<file path="src/rtl/fst_pkg.sv">
package fst_pkg;
  localparam int NUM_CH   = 3;
  localparam int NUM_SRC  = 4;
  localparam int SEL_W    = $clog2(NUM_SRC);
  localparam int DIV_W    = 9;
  localparam int FRM_W    = 6;
  localparam int DLY_W    = 25;
  localparam int DUR_W    = 24;
  localparam int ADDR_W   = 4;
  localparam int CFG_W    = DLY_W;

  // control word field positions
  localparam int DIV_LSB  = 0;
  localparam int SEL_LSB  = DIV_LSB + DIV_W;
  localparam int POLS_BIT = SEL_LSB + SEL_W;
  localparam int POLF_BIT = POLS_BIT + 1;
  localparam int GDIR_BIT = POLF_BIT + 1;
  localparam int GEN_BIT  = GDIR_BIT + 1;
  localparam int ARM_LSB  = GEN_BIT + 1;

  typedef enum logic [1:0] {
    CH_IDLE,
    CH_WAIT_FRAMES,
    CH_WAIT_DELAY,
    CH_ACTIVE
  } ch_state_t;

  typedef struct packed {
    logic [FRM_W-1:0] frames;
    logic [DLY_W-1:0] delay;
    logic [DUR_W-1:0] dur;
  } ch_cfg_t;
endpackage

</file>
<file path="src/rtl/fst_prescaler.sv">
module fst_prescaler #(
  parameter int DIV_W = 9
) (
  input  logic             clk,
  input  logic             rst_n,
  input  logic [DIV_W-1:0] div_i,
  output logic             tick_o
);
  logic [DIV_W-1:0] cnt_q;
  logic             wrap;

  assign wrap   = (div_i != '0) && (cnt_q >= div_i - 1'b1);
  assign tick_o = wrap;

  always_ff @(posedge clk or negedge rst_n) begin
    if (!rst_n)              cnt_q <= '0;
    else if (div_i == '0)    cnt_q <= '0;
    else if (wrap)           cnt_q <= '0;
    else                     cnt_q <= cnt_q + 1'b1;
  end

  // with a steady divisor above one, ticks never come back to back
  assert_tick_spacing_R2: assert property (@(posedge clk) disable iff (!rst_n)
    (tick_o && div_i > 1) |=> (!tick_o || div_i != $past(div_i)));
endmodule

</file>
<file path="src/rtl/fst_trigger_sync.sv">
module fst_trigger_sync #(
  parameter int NUM_SRC = 4,
  localparam int SEL_W  = $clog2(NUM_SRC)
) (
  input  logic               clk,
  input  logic               rst_n,
  input  logic [NUM_SRC-1:0] lines_i,
  input  logic [SEL_W-1:0]   sel_i,
  output logic               edge_o
);
  logic [NUM_SRC-1:0] meta_q, sync_q;
  logic               prev_q;
  logic               picked;

  always_ff @(posedge clk or negedge rst_n) begin
    if (!rst_n) begin
      meta_q <= '0;
      sync_q <= '0;
    end else begin
      meta_q <= lines_i;
      sync_q <= meta_q;
    end
  end

  assign picked = sync_q[sel_i];

  always_ff @(posedge clk or negedge rst_n) begin
    if (!rst_n) prev_q <= 1'b0;
    else        prev_q <= picked;
  end

  assign edge_o = picked & ~prev_q;

  // two detected edges are always separated by at least one low sample
  assert_edge_single_R1: assert property (@(posedge clk) disable iff (!rst_n)
    edge_o |=> !edge_o);
endmodule

</file>
<file path="src/rtl/fst_channel.sv">
module fst_channel
  import fst_pkg::*;
(
  input  logic    clk,
  input  logic    rst_n,
  input  logic    tick_i,
  input  logic    frame_edge_i,
  input  logic    arm_i,
  input  ch_cfg_t cfg_i,
  output logic    active_o,
  output logic    done_o
);
  ch_state_t        st_q;
  logic [FRM_W-1:0] frm_q;
  logic [DLY_W-1:0] rem_q;
  logic [DUR_W-1:0] dur_q;
  logic             dly_go;
  logic             act_end;

  assign dly_go  = (st_q == CH_WAIT_DELAY) && ((rem_q == '0) || (tick_i && rem_q == 1));
  assign act_end = (st_q == CH_ACTIVE) && tick_i && (rem_q == 1);
  assign done_o  = act_end || (dly_go && dur_q == '0);
  assign active_o = (st_q == CH_ACTIVE);

  always_ff @(posedge clk or negedge rst_n) begin
    if (!rst_n) begin
      st_q  <= CH_IDLE;
      frm_q <= '0;
      rem_q <= '0;
      dur_q <= '0;
    end else begin
      unique case (st_q)
        CH_IDLE: if (arm_i) begin
          frm_q <= cfg_i.frames;
          rem_q <= cfg_i.delay;
          dur_q <= cfg_i.dur;
          st_q  <= (cfg_i.frames != '0) ? CH_WAIT_FRAMES : CH_WAIT_DELAY;
        end
        CH_WAIT_FRAMES: if (frame_edge_i) begin
          if (frm_q == 1) st_q <= CH_WAIT_DELAY;
          frm_q <= frm_q - 1'b1;
        end
        CH_WAIT_DELAY: begin
          if (dly_go) begin
            rem_q <= DLY_W'(dur_q);
            st_q  <= (dur_q == '0) ? CH_IDLE : CH_ACTIVE;
          end else if (tick_i) begin
            rem_q <= rem_q - 1'b1;
          end
        end
        CH_ACTIVE: begin
          if (act_end)     st_q  <= CH_IDLE;
          else if (tick_i) rem_q <= rem_q - 1'b1;
        end
        default: st_q <= CH_IDLE;
      endcase
    end
  end

  // without a tick an active pulse neither ends nor counts
  assert_freeze_R2: assert property (@(posedge clk) disable iff (!rst_n)
    (st_q == CH_ACTIVE && !tick_i) |=> (st_q == CH_ACTIVE && $stable(rem_q)));
  // the frame wait only advances on a frame edge
  assert_frames_need_edge_R3: assert property (@(posedge clk) disable iff (!rst_n)
    (st_q == CH_WAIT_FRAMES && !frame_edge_i) |=> (st_q == CH_WAIT_FRAMES && $stable(frm_q)));
  // a zero duration never reaches the active state
  assert_zero_dur_R10: assert property (@(posedge clk) disable iff (!rst_n)
    (st_q == CH_WAIT_DELAY && dur_q == '0) |=> (st_q != CH_ACTIVE));
  // captured settings stay fixed while the channel is running
  assert_shadow_hold_R11: assert property (@(posedge clk) disable iff (!rst_n)
    (st_q != CH_IDLE && $past(st_q) != CH_IDLE) |-> $stable(dur_q));
endmodule

</file>
<file path="src/rtl/flash_shutter_timer.sv">
module flash_shutter_timer
  import fst_pkg::*;
(
  input  logic               clk,
  input  logic               rst_n,
  input  logic [NUM_SRC-1:0] frame_start_i,
  input  logic               cfg_we_i,
  input  logic [ADDR_W-1:0]  cfg_addr_i,
  input  logic [CFG_W-1:0]   cfg_wdata_i,
  output logic               shutter_o,
  output logic               strobe_o,
  output logic               prestrobe_o,
  output logic [NUM_CH-1:0]  armed_o
);
  logic [DIV_W-1:0]  div_q;
  logic [SEL_W-1:0]  sel_q;
  logic              pol_shut_q, pol_flash_q;
  ch_cfg_t           cfg_q [NUM_CH];
  logic [NUM_CH-1:0] arm_q, arm_set, done, active, pol, line;
  logic              tick, frame_edge, ctrl_wr;

  assign ctrl_wr = cfg_we_i && (cfg_addr_i == '0);

  // control word: global-reset bits are accepted and discarded
  always_ff @(posedge clk or negedge rst_n) begin
    if (!rst_n) begin
      div_q       <= '0;
      sel_q       <= '0;
      pol_shut_q  <= 1'b0;
      pol_flash_q <= 1'b0;
    end else if (ctrl_wr) begin
      div_q       <= cfg_wdata_i[DIV_LSB +: DIV_W];
      sel_q       <= cfg_wdata_i[SEL_LSB +: SEL_W];
      pol_shut_q  <= cfg_wdata_i[POLS_BIT];
      pol_flash_q <= cfg_wdata_i[POLF_BIT];
    end
  end

  fst_prescaler #(.DIV_W(DIV_W)) u_presc (
    .clk(clk), .rst_n(rst_n), .div_i(div_q), .tick_o(tick)
  );

  fst_trigger_sync #(.NUM_SRC(NUM_SRC)) u_trig (
    .clk(clk), .rst_n(rst_n), .lines_i(frame_start_i), .sel_i(sel_q), .edge_o(frame_edge)
  );

  for (genvar i = 0; i < NUM_CH; i++) begin : g_ch
    localparam logic [ADDR_W-1:0] BASE = ADDR_W'(4 * (i + 1));

    always_ff @(posedge clk or negedge rst_n) begin
      if (!rst_n) begin
        cfg_q[i] <= '0;
      end else if (cfg_we_i) begin
        if (cfg_addr_i == BASE)      cfg_q[i].frames <= cfg_wdata_i[FRM_W-1:0];
        if (cfg_addr_i == BASE + 1)  cfg_q[i].delay  <= cfg_wdata_i[DLY_W-1:0];
        if (cfg_addr_i == BASE + 2)  cfg_q[i].dur    <= cfg_wdata_i[DUR_W-1:0];
      end
    end

    assign arm_set[i] = ctrl_wr && cfg_wdata_i[ARM_LSB + i];

    always_ff @(posedge clk or negedge rst_n) begin
      if (!rst_n) arm_q[i] <= 1'b0;
      else        arm_q[i] <= (arm_q[i] && !done[i]) || arm_set[i];
    end

    fst_channel u_chan (
      .clk(clk), .rst_n(rst_n), .tick_i(tick), .frame_edge_i(frame_edge),
      .arm_i(arm_q[i]), .cfg_i(cfg_q[i]), .active_o(active[i]), .done_o(done[i])
    );

    assign pol[i]  = (i == 0) ? pol_shut_q : pol_flash_q;
    assign line[i] = active[i] ? pol[i] : ~pol[i];

    // a finished pulse drops the arm bit unless re-armed in that cycle
    assert_arm_clears_R6: assert property (@(posedge clk) disable iff (!rst_n)
      (done[i] && !arm_set[i]) |=> !arm_q[i]);
    // a control write without this arm bit never arms the channel
    assert_no_spurious_arm_R8: assert property (@(posedge clk) disable iff (!rst_n)
      (ctrl_wr && !cfg_wdata_i[ARM_LSB + i] && !arm_q[i]) |=> !arm_q[i]);
    // an unarmed line rests at its inactive level
    assert_idle_level_R9: assert property (@(posedge clk) disable iff (!rst_n)
      !arm_q[i] |-> (line[i] == ~pol[i]));
  end

  assign shutter_o   = line[0];
  assign strobe_o    = line[1];
  assign prestrobe_o = line[2];
  assign armed_o     = arm_q;
endmodule

</file>
<file path="config.mk">
export PLATFORM = sky130hd
export DESIGN_NAME = flash_shutter_timer
export DESIGN_NICKNAME = d
export VERILOG_FILES = /design/src/rtl/fst_pkg.sv /design/src/rtl/fst_prescaler.sv /design/src/rtl/fst_trigger_sync.sv /design/src/rtl/fst_channel.sv /design/src/rtl/flash_shutter_timer.sv
export SDC_FILE = /design/constraint.sdc
export NUM_CORES = 1
export LEC_CHECK = 0
export BUFFER_PORTS_ARGS = -buffer_cell sky130_fd_sc_hd__buf_2
export CAP_MARGIN = 20
export CORE_ASPECT_RATIO = 2
export CORE_MARGIN = 5
export CORE_UTILIZATION = 40
export CTS_CLUSTER_DIAMETER = 40
export DETAILED_ROUTE_END_ITERATION = 7
export PLACE_DENSITY = 0.58
export REMOVE_ABC_BUFFERS = 1
export SLEW_MARGIN = 20
export SYNTH_ARGS = -nofsm -noshare
export SYNTH_HDL_FRONTEND = slang
export SYNTH_SLANG_ARGS = --single-unit
</file>
<file path="constraint.sdc">
create_clock -name clk -period 10.75 [get_ports clk]
set_input_delay 2.15 -clock clk [delete_from_list [all_inputs] [get_ports clk]]
set_output_delay 2.15 -clock clk [all_outputs]
set_load 0.02 [all_outputs]
</file>
==> reports/results.tsv, run 1 <==
metric	value	unit
p_per_area	276.5	nW/um^2
critPathMaxFanout	22	
numPortBuffers	41	
start_util	0.4015	
post-route-util	0.4527	
cp.required	11170	ps
ys_seq_area_frac	0.5155	
synth_top_area_frac	0.5155	
start_kind	register	
cts_tree	done	
drv_cap	0	
rows	110	
place.gp.congestion	0.9083	
routed_wirelength	50.46	mm
pwr-share-seq	0.411	
syn_to_final_growth	12.74	%
intPower	0.003486	W
synth-edff-count	0	
synth_ff_type	dfrtp_1	
hold_path.class	reg2reg	
n_antenna_cell	0	
setup_violations	0	
async_flop_share	1.000	
p_sw_frac	0.3773	
drtAntennaViolNets	0	
rsz0062_at_grt	false	
drive_gt1_frac	0.2100	
p_clk_frac	0.279	
dp_hpwl	34.02	mm
arrival	5210	ps
synth_top_area_cell	dfrtp_1	
nNetsFinal	1811	
die_h	309.7	um
cts_made_buffers	44	
num_vias	13630	
cts_root_buf	clkbuf_16	
fill_cells	4232	
ir_worst_vdd	0.1673	mV
worst_slew_pin_slew	1061	ps
grt_pass1_wl	80.35	mm
slew_headroom	0.2869	
outcome	finished clean	
fp.dieW	159.8	um
die_area	49490	um^2
drc	0	
cts_hold_buf	0	
initialDrtViolationCount	970	
criticalPathCategory	reg2reg	
comb_power_share	0.310	
endpoint_kind	register	
fin_skew	26.18	ps
yosysWarnings	0	
switching_power	0.002112	W
grt-ovfl-total	0	
cts_resized	0	
cts.htree.levels	2	
clkLatencyLatePin	560	ps
finalCriticalPeriod	4798	ps
finalHoldViolations	0	
core	44730	um^2
tns	0	ps
grt_antenna_before_repair	0	
viasPerCell	5.810	
synth_area_leaders	dfrtp_1 (52%), mux2_2 (13%), nand2_1 (4.8%), o21ai_0 (3.8%), nor2_1 (2.2%)	
wl_per_cell	21.51	um
cts_buffer_depth	3	
slew_viol_final	0	
post_cts_buffers	0	
leakagePower	8.714	nW
gr-usage-all-layers	0.2040	
fmax	0.2084	GHz
synth_seq_cells	370	
synth.distinct_cells	83	
grt_max_degree	163	
avgSynthCellArea	10.40	um^2
netlist_area	17960	um^2
clock_sink_count	370	
grt_pass1_vias	13460	
first_pass_iters	6	
syn_inst	1727	
path_clk_slew	60	ps
ios	42	
min_period_over_period	0.4463	
## cell families (layout without fill, tap and decap cells)
family / count (synthesis) / after routing / synth area share
simple gates: 581 / 581 / 0.1525
compound gates: 402 / 402 / 0.1464
flops: 370 / 370 / 0.5155
mux: 206 / 206 / 0.1294
buf+inv: 123 / 182 / 0.02940
fa+ha+maj: 23 / 23 / 0.01602
xor+xnor: 22 / 22 / 0.01073
## cell usage after synthesis (15+ instances only)
cell	n
inv_1	33
nor3_1	58
ha_1	23
a22o_1	15
a211oi_1	19
nand3_1	27
o21ai_0	138
nand2_1	231
mux2_2	200
nor2_1	107
nor4_1	39
a21oi_1	74
nor2b_1	30
dfrtp_1	370
or3_1	22
a221oi_1	21
clkbuf_1	65
## final cells by class
cell class	instances	area (um^2)	area share
multi-input cells	1234	8205	0.4052
repair buffers	69	445.4	0.02200
well taps	560	700.7	0.03460
inverters	33	123.9	0.006118
clock inverters	25	300.3	0.01483
clock buffers	55	1214	0.05994
flip-flops and latches	370	9259	0.4573
## registers in the layout, summed over array words and instances, names as in the netlist, 3 cells and up
| register | count |
|---|---|
| g_ch.u_chan.frm_q | 18 |
| g_ch.u_chan.dur_q | 72 |
| u_presc.cnt_q | 9 |
| u_trig.sync_q | 4 |
| u_trig.meta_q | 4 |
| armed_o | 3 |
| g_ch.u_chan.st_q | 6 |
| g_ch.u_chan.rem_q | 75 |
| cfg_q | 165 |
| div_q | 9 |
## critical path, cell delays in order, from the launching register on
cell	delay [ps]
dfrtp_1	370
inv_1	110
ha_1	220
nor4b_1	310
and2_1	340
nor2_1	90
ha_1	310
nand4_1	170
nor2_1	190
o31a_1	580
o2111ai_1	290
a21oi_2	870
nor2_1	340
a221oi_1	350
o21ai_1	80
## per-layer routing
| layer | part of all wire | GRT usage | vias to the layer above |
|---|---|---|---|
| met2 | 0.46 | 0.3179 | 349 |
| met5 | 0 | 0 | - |
| met1 | 0.46 | 0.2973 | 6879 |
| li1 | - | - | 6316 |
| met3 | 0.050 | 0.02659 | 87 |
| met4 | 0.031 | 0.06749 | 0 |
## through the flow
step | instances | setup WS, ps | area (um^2) | hold WS, ps | total power (W)
2_1_floorplan | 1637 | 6384 | 17560 | 331.2 | 0.003394
3_3_place_gp | 2265 | 6177 | 18710 | 333.8 | 0.004013
3_5_place_dp | 2265 | 6022 | 18710 | 334.7 | 0.004036
4_1_cts | 2345 | 5979 | 20230 | 348.8 | 0.005619
5_1_grt | 2346 | 5545 | 20250 | 356.6 | 0.005959
6_report | 2346 | 5952 | 20250 | 347.0 | 0.005599
## final timing paths
kind | start | end | slack, ps | cells after the start
hold / removal | u_trig.meta_q[0] | u_trig.sync_q[0] | 350 | 0
min in group asynchronous | rst_n | g_ch[0].u_chan.dur_q[21] | 1570 | 1
hold reg to reg | u_trig.meta_q[0] | u_trig.sync_q[0] | 350 | 0
setup reg to reg | div_q[0] | g_ch[2].u_chan.rem_q[10] | 5950 | 14
setup / recovery | div_q[0] | g_ch[2].u_chan.rem_q[10] | 5950 | 14
max in group asynchronous | rst_n | g_ch[2].u_chan.rem_q[22] | 7800 | 2
## power by group through the flow
stage,logic (W),registers [W],clock network (W)
after floorplan,0.00124,0.00215,0
after global placement,0.00170,0.00231,0
after detailed placement,0.00173,0.00231,0
after CTS,0.00173,0.00229,0.00159
after global routing,0.00195,0.00236,0.00164
final,0.00174,0.00230,0.00156
## cell usage in the layout (no fill, tap or decap), types with 15 or more instances in the layout
cell,n
dfrtp_1,370
nand2_1,231
mux2_2,200
o21ai_0,137
nor2_1,98
a21oi_1,74
nor3_1,58
clkbuf_16,45
buf_2,40
nor4_1,38
inv_1,33
nor2b_1,30
nand3_1,27
buf_4,26
ha_1,23
or3_1,22
a221oi_1,21
a211oi_1,19
a22o_1,15
Note: power is estimated with default switching activity, not from simulation.
==> inputs of run 2 (changes only) <==
- ABC_AREA: not set -> 1
- PLACE_DENSITY: 0.58 -> 0.6
- clock period: 10.75 -> 4.21 ns (I/O delays scaled with it)
==> run 2 against run 1 <==
  * Combinational power increased to 3.8 times the previous value
  * Via count increased by 27%
  * Sequential power increased to 2.6 times the previous value
  * Count of clock-buffer cells in the layout decreased by 5
  * Worst setup slack got worse by 5200 ps
  * Global-route usage increased by 2.7 points
  * Sequential share of layout area decreased by 3.7 points
  * Clock power increased by 140%
  * First-iteration DRC count increased by 42%
  * Core utilization decreased by 0.48 points
  * Clock skew increased by 2.0 ps
  * Non-clock buffer count decreased by 2
  * Largest cell class unchanged
  * Highest routed layer unchanged
==> reports/results.tsv, run 2 <==
metric	value	unit	change
grt_max_degree	93		-43%
leakagePower	10.59	nW	+22%
synth_compound_area_frac	0.1058		-0.04059
tns	0	ps	unchanged
reg2reg_from	div_q[2]		
rows	115		+4.5%
die_h	325.6	um	+5.1%
cts_hold_buf	0		unchanged
post-route-util	0.4479		-0.004819
cts.htree.levels	2		unchanged
finalHoldViolations	0		unchanged
final_common_cell	nand2_1		
cts_buffer_depth	3		unchanged
yosysWarnings	0		unchanged
synth_seq_cells	370		unchanged
criticalPathCategory	reg2reg		
cts_tree	done		
regMostFlops	cfg_q		
fmax	0.2887	GHz	+39%
start_kind	register		
arrival	3930	ps	-1280 ps
drc	0		unchanged
fp.dieW	167.8	um	+5.0%
largest_reg_flops	165		unchanged
post_cts_buffers	0		unchanged
routed_wirelength	63.43	mm	+26%
synth_top_family_by_area	simple AND/OR/NAND/NOR gates		
synth_area_leaders	dfrtp_1 (46%), nand2_1 (14%), o21ai_0 (7.9%), nor2_1 (7.6%), inv_1 (4.5%)		
grt_pass1_wl	99.71	mm	+24%
worst_slew_pin_slew	923.9	ps	-136.6 ps
num_vias	17340		+27%
netlist_top_cells_count	nand2_1 (729), nor2_1 (402), dfrtp_1 (370)		
place.gp.congestion	0.9195		+1.2%
cp-endpoint	g_ch[1].u_chan.rem_q[8]		
cts_resized	0		unchanged
viasPerCell	5.187		-11%
final_cell_mix	nand2_1 (729), nor2_1 (401), dfrtp_1 (370), o21ai_0 (313), inv_1 (238)		
clock_sink_count	370		unchanged
synth_top_area_cell	dfrtp_1		
holdWs	263.0	ps	-84.09 ps
outcome	finished clean		
first_pass_iters	6		unchanged
worstReg2RegEnd	g_ch[1].u_chan.rem_q[8]		
hold_path.class	in2async		
setup_violations	0		unchanged
rsz0062_at_grt	false		
fin_ws	746.5	ps	-5205 ps
core	49210	um^2	+10%
ir_worst_vdd	0.3559	mV	+110%
synth-edff-count	0		unchanged
numPortBuffers	41		unchanged
synthAdderAreaFrac	0.01445		-0.001576
initialDrtViolationCount	1373		+42%
start_util	0.4048		+0.003270
muxShareOfSynthArea	0		-0.1294
yosysMostFrequentCell	nand2_1		
grt_antenna_before_repair	1		+1
synth-simple-area-share	0.3029		+0.1504
syn_inst	2664		+54%
synth-xor-area-share	0.03562		+0.02489
slew_headroom	0.3826		+0.09565
die_area	54630	um^2	+10%
cts_root_buf	clkbuf_16		
synth_top_area_frac	0.4648		-0.05071
synth.distinct_cells	46		-45%
critPathLaunch	div_q[2]		
min_period_over_period	0.8227		+0.3763
drv_cap	0		unchanged
ys_seq_area_frac	0.4648		-0.05071
finalCriticalPeriod	3463	ps	-1335 ps
fin_skew	28.16	ps	+1.979 ps
synth_ff_type	dfrtp_1		
dp_hpwl	46.89	mm	+38%
cp.required	4670	ps	-6500 ps
drtAntennaViolNets	0		unchanged
ios	42		unchanged
avgSynthCellArea	7.477	um^2	-28%
r2r_slack	750	ps	-5210 ps
reg2reg_depth	21		+7
p_per_area	744.2	nW/um^2	+170%
nNetsFinal	2728		+51%
slew_viol_final	0		unchanged
cts_made_buffers	40		-9.1%
clkLatencyLatePin	570	ps	about the same
critPathMaxFanout	46		+110%
syn_to_final_growth	10.64	%	
post-place-ws	748.3	ps	-5273 ps
netlist_area	19920	um^2	+11%
drive_gt1_frac	0.08299		-0.1270
path_clk_slew	70	ps	about the same
async_flop_share	1.000		unchanged
wl_per_cell	18.97	um	-12%
grt-ovfl-total	0		unchanged
top_regs	cfg_q x165, g_ch.u_chan.rem_q x75, g_ch.u_chan.dur_q x72		
gr-usage-all-layers	0.2315		+0.02748
grt_pass1_vias	17730		+32%
fill_cells	5053		+19%
endpoint_kind	register		
run 2: changes by cell type in the layout (fill, tap and decap cells not counted), sizes merged, moves of 30 or more:
cell / previous run / this run
nor3: 58 / 15
nor2b: 30 / 0
xor2: 14 / 66
inv: 42 / 255
mux2: 200 / 0
o21ai: 152 / 338
a21oi: 75 / 39
nor2: 107 / 433
nand3: 27 / 181
nand2: 231 / 749
run 2: how the worst min path moves through the flow:
stage,depth (start not counted),slack [ps],endpoint,startpoint
2_1_floorplan,0,330,u_trig.sync_q[0],u_trig.meta_q[0]
4_1_cts,1,290,u_trig.sync_q[1],rst_n
3_5_place_dp,0,340,u_trig.sync_q[1],u_trig.meta_q[1]
3_3_place_gp,0,340,u_trig.sync_q[1],u_trig.meta_q[1]
6_report,1,260,u_trig.sync_q[2],rst_n
5_1_grt,1,320,u_trig.sync_q[1],rst_n
run 2: cell families after synthesis:
| family | count (synthesis) |
|---|---|
| buf+inv | 358 |
| flops | 370 |
| xor+xnor | 81 |
| simple gates | 1428 |
| fa+ha+maj | 23 |
| compound gates | 404 |
run 2: per-layer routing:
layer	up-vias	track usage	part of all wire
met5	-	0	0
met4	0	0.1584	0.080
met3	194	0.02135	0.032
met2	414	0.4220	0.52
met1	8262	0.2491	0.37
li1	8470	-	-
run 2: power breakdown:
| part | leakage [nW] | total (W) | switching, W | internal, W |
|---|---|---|---|---|
| Clock | 0.689 | 0.00379 | 0.00162 | 0.00216 |
| Combinational | 5.36 | 0.00655 | 0.00438 | 0.00217 |
| Sequential | 4.55 | 0.00607 | 0.00127 | 0.00480 |
| Total | 10.6 | 0.0164 | 0.00728 | 0.00912 |
run 2: through the flow:
step,instance area (um^2),power (W),instances
after floorplan,19360,0.01038,2560
after global placement,20630,0.01246,3270
after detailed placement,20630,0.01263,3270
after CTS,22040,0.01648,3342
after global routing,22040,0.01766,3343
final,22040,0.01640,3343
run 2: cell type report:
| cell class | count | area [um^2] | area share |
|---|---|---|---|
| flip-flops and latches | 370 | 9259 | 0.4201 |
| multi-input cells | 1936 | 9155 | 0.4154 |
| clock buffers | 50 | 1109 | 0.05030 |
| inverters | 254 | 962.2 | 0.04366 |
| well taps | 643 | 804.5 | 0.03651 |
| repair buffers | 67 | 447.9 | 0.02032 |
| clock inverters | 22 | 299.0 | 0.01357 |
| diodes | 1 | 2.502 | 0.0001135 |
run 2: critical path, cell delays in order, from the launching register on:
cell,delay (ps)
dfrtp_1,420
nor2_1,100
nand2_1,80
nor2_1,110
nand2_1,90
nor3_1,210
xor2_1,180
ha_1,260
nand2_1,70
inv_1,30
nand2_1,60
nand2_1,80
nor2_4,180
nand2_8,160
nand2_4,110
buf_4,570
nand2_1,190
nand3_1,120
nand2_1,50
nand3b_1,150
nand2_1,60
nand2_1,50
